## config.mk

```make
export PLATFORM = sky130hd
export DESIGN_NAME = link_parity_monitor
export DESIGN_NICKNAME = d
export VERILOG_FILES = /design/src/rtl/link_parity_pkg.sv /design/src/rtl/lp_parity_check.sv /design/src/rtl/lp_sat_counter.sv /design/src/rtl/link_parity_monitor.sv
export SDC_FILE = /design/constraint.sdc
export NUM_CORES = 1
export LEC_CHECK = 0
export ABC_AREA = 1
export BUFFER_PORTS_ARGS = -buffer_cell sky130_fd_sc_hd__clkbuf_2
export CAP_MARGIN = 15
export CORE_MARGIN = 2
export CORE_UTILIZATION = 48
export DETAILED_ROUTE_END_ITERATION = 7
export PLACE_DENSITY = 0.82
export SLEW_MARGIN = 20
export SYNTH_ARGS = -nofsm -noshare
export SYNTH_HDL_FRONTEND = slang
export SYNTH_SLANG_ARGS = --single-unit
```

## constraint.sdc

```tcl
create_clock -name clk_i -period 1.45 [get_ports clk_i]
set_input_delay 0.29 -clock clk_i [delete_from_list [all_inputs] [get_ports clk_i]]
set_output_delay 0.29 -clock clk_i [all_outputs]
set_load 0.01 [all_outputs]
```

## src/rtl/link_parity_pkg.sv

```systemverilog
package link_parity_pkg;

  localparam int LP_PAD_W = 12;
  localparam int LP_BX_W  = 2;
  localparam int LP_CNT_W = 16;

  typedef enum logic {
    VERDICT_GOOD = 1'b0,
    VERDICT_BAD  = 1'b1
  } verdict_e;

endpackage

```

## src/rtl/lp_parity_check.sv

```systemverilog
module lp_parity_check
  import link_parity_pkg::*;
#(
  parameter int PAD_W = LP_PAD_W,
  parameter int BX_W  = LP_BX_W,
  localparam int WORD_W = PAD_W + BX_W + 1
) (
  input  logic              clk_i,
  input  logic              rst_i,
  input  logic [WORD_W-1:0] word_i,
  input  logic              valid_i,
  output logic              bad_o,
  output logic              flag_o
);

  localparam int PAR_BIT = WORD_W - 1;

  logic     payload_odd;
  verdict_e verdict;

  // the parity bit must make the whole word even
  assign payload_odd = ^word_i[PAR_BIT-1:0];
  assign verdict     = (payload_odd != word_i[PAR_BIT]) ? VERDICT_BAD : VERDICT_GOOD;
  assign bad_o       = valid_i && (verdict == VERDICT_BAD);

  always_ff @(posedge clk_i) begin
    if (rst_i) flag_o <= 1'b0;
    else       flag_o <= bad_o;
  end


  no_flag_unqualified_chk: assert property (@(posedge clk_i) disable iff (rst_i)
    !valid_i |=> !flag_o);


  flag_follows_odd_chk: assert property (@(posedge clk_i) disable iff (rst_i)
    (valid_i && ^word_i) |=> flag_o);

endmodule

```

## src/rtl/lp_sat_counter.sv

```systemverilog
module lp_sat_counter
  import link_parity_pkg::*;
#(
  parameter int CNT_W = LP_CNT_W
) (
  input  logic             clk_i,
  input  logic             rst_i,
  input  logic             inc_i,
  input  logic             clr_i,
  output logic [CNT_W-1:0] cnt_o
);

  localparam logic [CNT_W-1:0] CNT_MAX = {CNT_W{1'b1}};

  logic at_max;
  assign at_max = (cnt_o == CNT_MAX);

  always_ff @(posedge clk_i) begin
    if (rst_i)                 cnt_o <= '0;
    else if (clr_i)            cnt_o <= '0;
    else if (inc_i && !at_max) cnt_o <= cnt_o + 1'b1;
  end


  clear_wins_chk: assert property (@(posedge clk_i) disable iff (rst_i)
    clr_i |=> (cnt_o == '0));


  no_overflow_chk: assert property (@(posedge clk_i) disable iff (rst_i)
    (!clr_i && cnt_o == CNT_MAX) |=> (cnt_o == CNT_MAX));


  single_step_chk: assert property (@(posedge clk_i) disable iff (rst_i)
    (!clr_i && inc_i && cnt_o != CNT_MAX) |=> (cnt_o == $past(cnt_o) + 1'b1));


  hold_chk: assert property (@(posedge clk_i) disable iff (rst_i)
    (!clr_i && !inc_i) |=> $stable(cnt_o));

endmodule

```

## src/rtl/link_parity_monitor.sv

```systemverilog
module link_parity_monitor
  import link_parity_pkg::*;
#(
  parameter int PAD_W = LP_PAD_W,
  parameter int BX_W  = LP_BX_W,
  parameter int CNT_W = LP_CNT_W,
  localparam int WORD_W = PAD_W + BX_W + 1
) (
  input  logic              clk_i,
  input  logic              rst_i,
  input  logic [WORD_W-1:0] word_i,
  input  logic              valid_i,
  input  logic              clear_i,
  output logic              err_o,
  output logic [CNT_W-1:0]  err_count_o
);

  logic bad_word;

  lp_parity_check #(
    .PAD_W (PAD_W),
    .BX_W  (BX_W)
  ) u_check (
    .clk_i   (clk_i),
    .rst_i   (rst_i),
    .word_i  (word_i),
    .valid_i (valid_i),
    .bad_o   (bad_word),
    .flag_o  (err_o)
  );

  lp_sat_counter #(
    .CNT_W (CNT_W)
  ) u_count (
    .clk_i (clk_i),
    .rst_i (rst_i),
    .inc_i (bad_word),
    .clr_i (clear_i),
    .cnt_o (err_count_o)
  );


  reset_state_chk: assert property (@(posedge clk_i)
    rst_i |=> (!err_o && err_count_o == '0));

endmodule

```

==> reports/results.env <==
STATUS='complete, but fails checks'
VIOLATIONS='negative setup slack'
SYNTH_SEQ_CELLS=17
MAX-SLEW-MARGIN-REL_PCT=81.9
TRITONCTS='yes'
WORST_SLACK_NS=-0.0683
DETAIL_ROUTE.WIRELENGTH_UM=3710
SYNTH_FP_NETS=271
FINAL_CORE_UTILIZATION_PCT=70.4
FILLERINSTANCES=244
FINALSETUPVIOLCOUNT=9
WORST_EP_REQUIRED_TIME_NS=1.72
SYNTHDISTINCTLIBCELLS=26
ANTENNA_FOUND_INITIAL=0
SYNTH-EDFF-COUNT=0
YS_SEQ_AREA_SHARE_PCT=23.9
RR_STARTPOINT='u_count.cnt_o[1]'
WORSTPATHARRIVAL_NS=1.79
FINALMAXSLEWVIOLATIONS=0
NETLIST_TOP_CELLS_AREA='nand2_1 (25%), dfxtp_1 (24%), nor2_1 (11%)'
CRITPATHKIND='flop to flop'
CLK-INSERTION-DELAY-LATE_NS=0.32
FINAL_AREA_UM2=1960
HOLD_VIOL=0
LEADING_CELL_TYPE_BY_NUMBER_OF_INSTANCES_AFTER_SYNTHESIS='nand2_1'
FINISH.CELL_COUNT_WITHOUT_FILLERS=346
MAX_FREQ_MHz=659
GRT_OVERFLOW_TOTAL=0
ROUTE.LAYER.MET1.WL_UM=1610
GRT_PASS1_WL_UM=6090
CHIPHEIGHT_UM=58.4
MET2_ROUTED_WL_UM=1810
PLACE.DETAILED.INSTANCES=339
FINALSETUPTNS_NS=-0.287
MAX-CAP-VIOLATIONS=0
SYNTHCELLS=251
MIN-DELAY-START='rst_i'
FP.DIEW_UM=58.4
CLK_PIN_SLEW_WORST_PATHS_NS=0.11
DRT_PASS1_ITERATIONS=4
INITIAL_UTILIZATION_PCT=51.1
REG2REG_SETUP_SLACK_NS=-0.07
YOSYS-TOP-CELLS-COUNT='nand2_1 (95), nor2_1 (42), inv_1 (31), dfxtp_1 (17), nand4_1 (16)'
ROUTE.VIAS.TOTAL=1723
ROUTE.MET3.WL_UM=206
CP-STARTPOINT='u_count.cnt_o[1]'
REMAINING_DRC_ERRORS=0
DP.FINAL_HPWL_UM=2620
ROOT_BUFFER='clkbuf_4'
DRT-VIAS-PER-INSTANCE=4.98
SETUP_CRIT_END_KIND='flop'
HOLD_FIX_BUFFERS_AT_CTS=0
DESIGN.DIE.AREA_UM2=3410
IR_WORST_VDD_V=0.000725
SYNTH_FF_TYPE='dfxtp_1'
CELLPOWERDENSITY_nW_PER_UM2=521
FP-ROW-COUNT=19
DRIVE_ABOVE_1_SHARE_PCT=34.6
TIGHTESTPINTRANSITION_NS=0.270
HOLD-WORST-SLACK_NS=0.132
POST-SYNTH-TOP-AREA-CELL='nand2_1'
POST_DP_CELL_AREA_UM2=1820
POST-SYNTH-TOP-AREA-FRACTION_PCT=25.1
CTS-ROOT-TO-SINK-BUFFERS=2
LEAKAGE_nW=1.10
ROUTED.TOP_LAYER='met4'
CRIT_PATH_MAX_FANOUT=8
DESIGN.PORTCOUNT=36
SYN-CELL-AREA_UM2=1420
NUMCLOCKSINKS=17
PRE_CTS_SLACK_NS=-0.0699
DESIGN_POWER_mW=1.02
SYNTH.YOSYS.WARNINGS=0
GRTUSAGETOTAL_PCT=22.7
SYN_AREA_PER_CELL_UM2=5.66
GRT_PASS1_VIAS=1504
GP_ROUTABILITY_CONGESTION=0.831
SETUP_REPAIR_AFTER_GLOBAL_ROUTING_MISSED_ITS_MARGIN='yes'
FIN_CRIT_SH_PCT=105
SYNTHARSTFLOPSHARE_PCT=0
SKEW_NS=0.00621
FINALWORSTPATHREQUIREDPERIOD_NS=1.52
PIN_COUNT_OF_THE_BIGGEST_NET_ENTERING_GLOBAL_ROUTING=20
DETAIL-ROUTE-ANTENNA-NETS=0
AREA_GROWTH_SYN_TO_LAYOUT_PCT=37.7
NUMBER_OF_BUFFERS_ADDED_BY_THE_CLOCK_TREE_SYNTHESIS_STEP=3
CTS_HTREE_LEVELS=1
NUM-NETS-FINAL=336
NUMPORTBUFFERS=35
DESIGN.CORE.AREA_UM2=2780
ANTENNA_CELLS=0
DRT-INITIAL-DRC-COUNT=73
CRITICAL_PATH.STARTPOINT_TYPE='flop'
DETAIL_ROUTE.WL_PER_CELL_UM=10.7
WORSTHOLDPATHTYPE='input port to flop'
-- cell usage in the layout (no fill, tap or decap), types with 7 or more instances in the layout --
cell	netlist	final
nand4_1	16	16
dfxtp_1	17	13
clkbuf_2	0	35
buf_4	1	30
inv_1	31	30
nand2_1	95	93
nand3_1	10	7
nor2_1	42	37
inv_2	9	10
-- layer usage --
| layer | vias up | GRT usage [%] |
|---|---|---|
| met2 | 53 | 40.6 |
| met4 | 0 | 4.98 |
| met1 | 753 | 27.4 |
| met5 | - | 0 |
| met3 | 10 | 5.49 |
| li1 | 907 | - |
-- cell families (layout without fill, tap and decap cells) --
logic type	count (synthesis)	after routing	share of synthesized area (%)
fa+ha+maj	1	1	0.880
compound gates	5	5	2.11
xor+xnor	2	2	1.23
flops	17	17	23.9
buf+inv	48	112	14.6
simple gates	178	178	57.2
-- registers in the layout, indices dropped and copies added (netlist names) --
| name | count |
|---|---|
| u_check.flag_o | 1 |
| u_count.cnt_o | 16 |
-- critical path: stages, from the launching register on --
cell      delay (ns)
dfxtp_4         0.37
ha_4            0.16
nand2_4         0.06
inv_2           0.04
nand2_4         0.08
nor2_8          0.04
nand3b_4        0.14
nand3_1         0.12
nor2_2          0.13
inv_1           0.07
nor2_1          0.12
nor2_1          0.05
nor2_1          0.08
-- what timing repair did --
item,CTS,global route
endpoints found under the setup margin,11,16
gates resized for setup,9,11
buffers inserted,3,0
pin swaps,9,14
-- final cells by class --
| type | instances | area (um2) | area share (%) |
|---|---|---|---|
| Inverter | 41 | 154 | 7.86 |
| Timing Repair Buffer | 67 | 432 | 22.1 |
| Tap cell | 31 | 38.8 | 1.98 |
| Multi-Input combinational cell | 186 | 956 | 48.8 |
| Clock buffer | 4 | 26.3 | 1.34 |
| Sequential cell | 17 | 350 | 17.9 |
-- where the power goes --
group          switching, mW  internal [mW]
combinational          0.158         0.0996
sequential           0.00422          0.470
clock                  0.180          0.108
-- worst paths after layout --
kind                       end  cells after the start
min             u_check.flag_o                      2
max reg2reg  u_count.cnt_o[11]                     12
max          u_count.cnt_o[11]                     12
min reg2reg   u_count.cnt_o[7]                      3
Note: power is estimated with default switching activity, not from simulation.
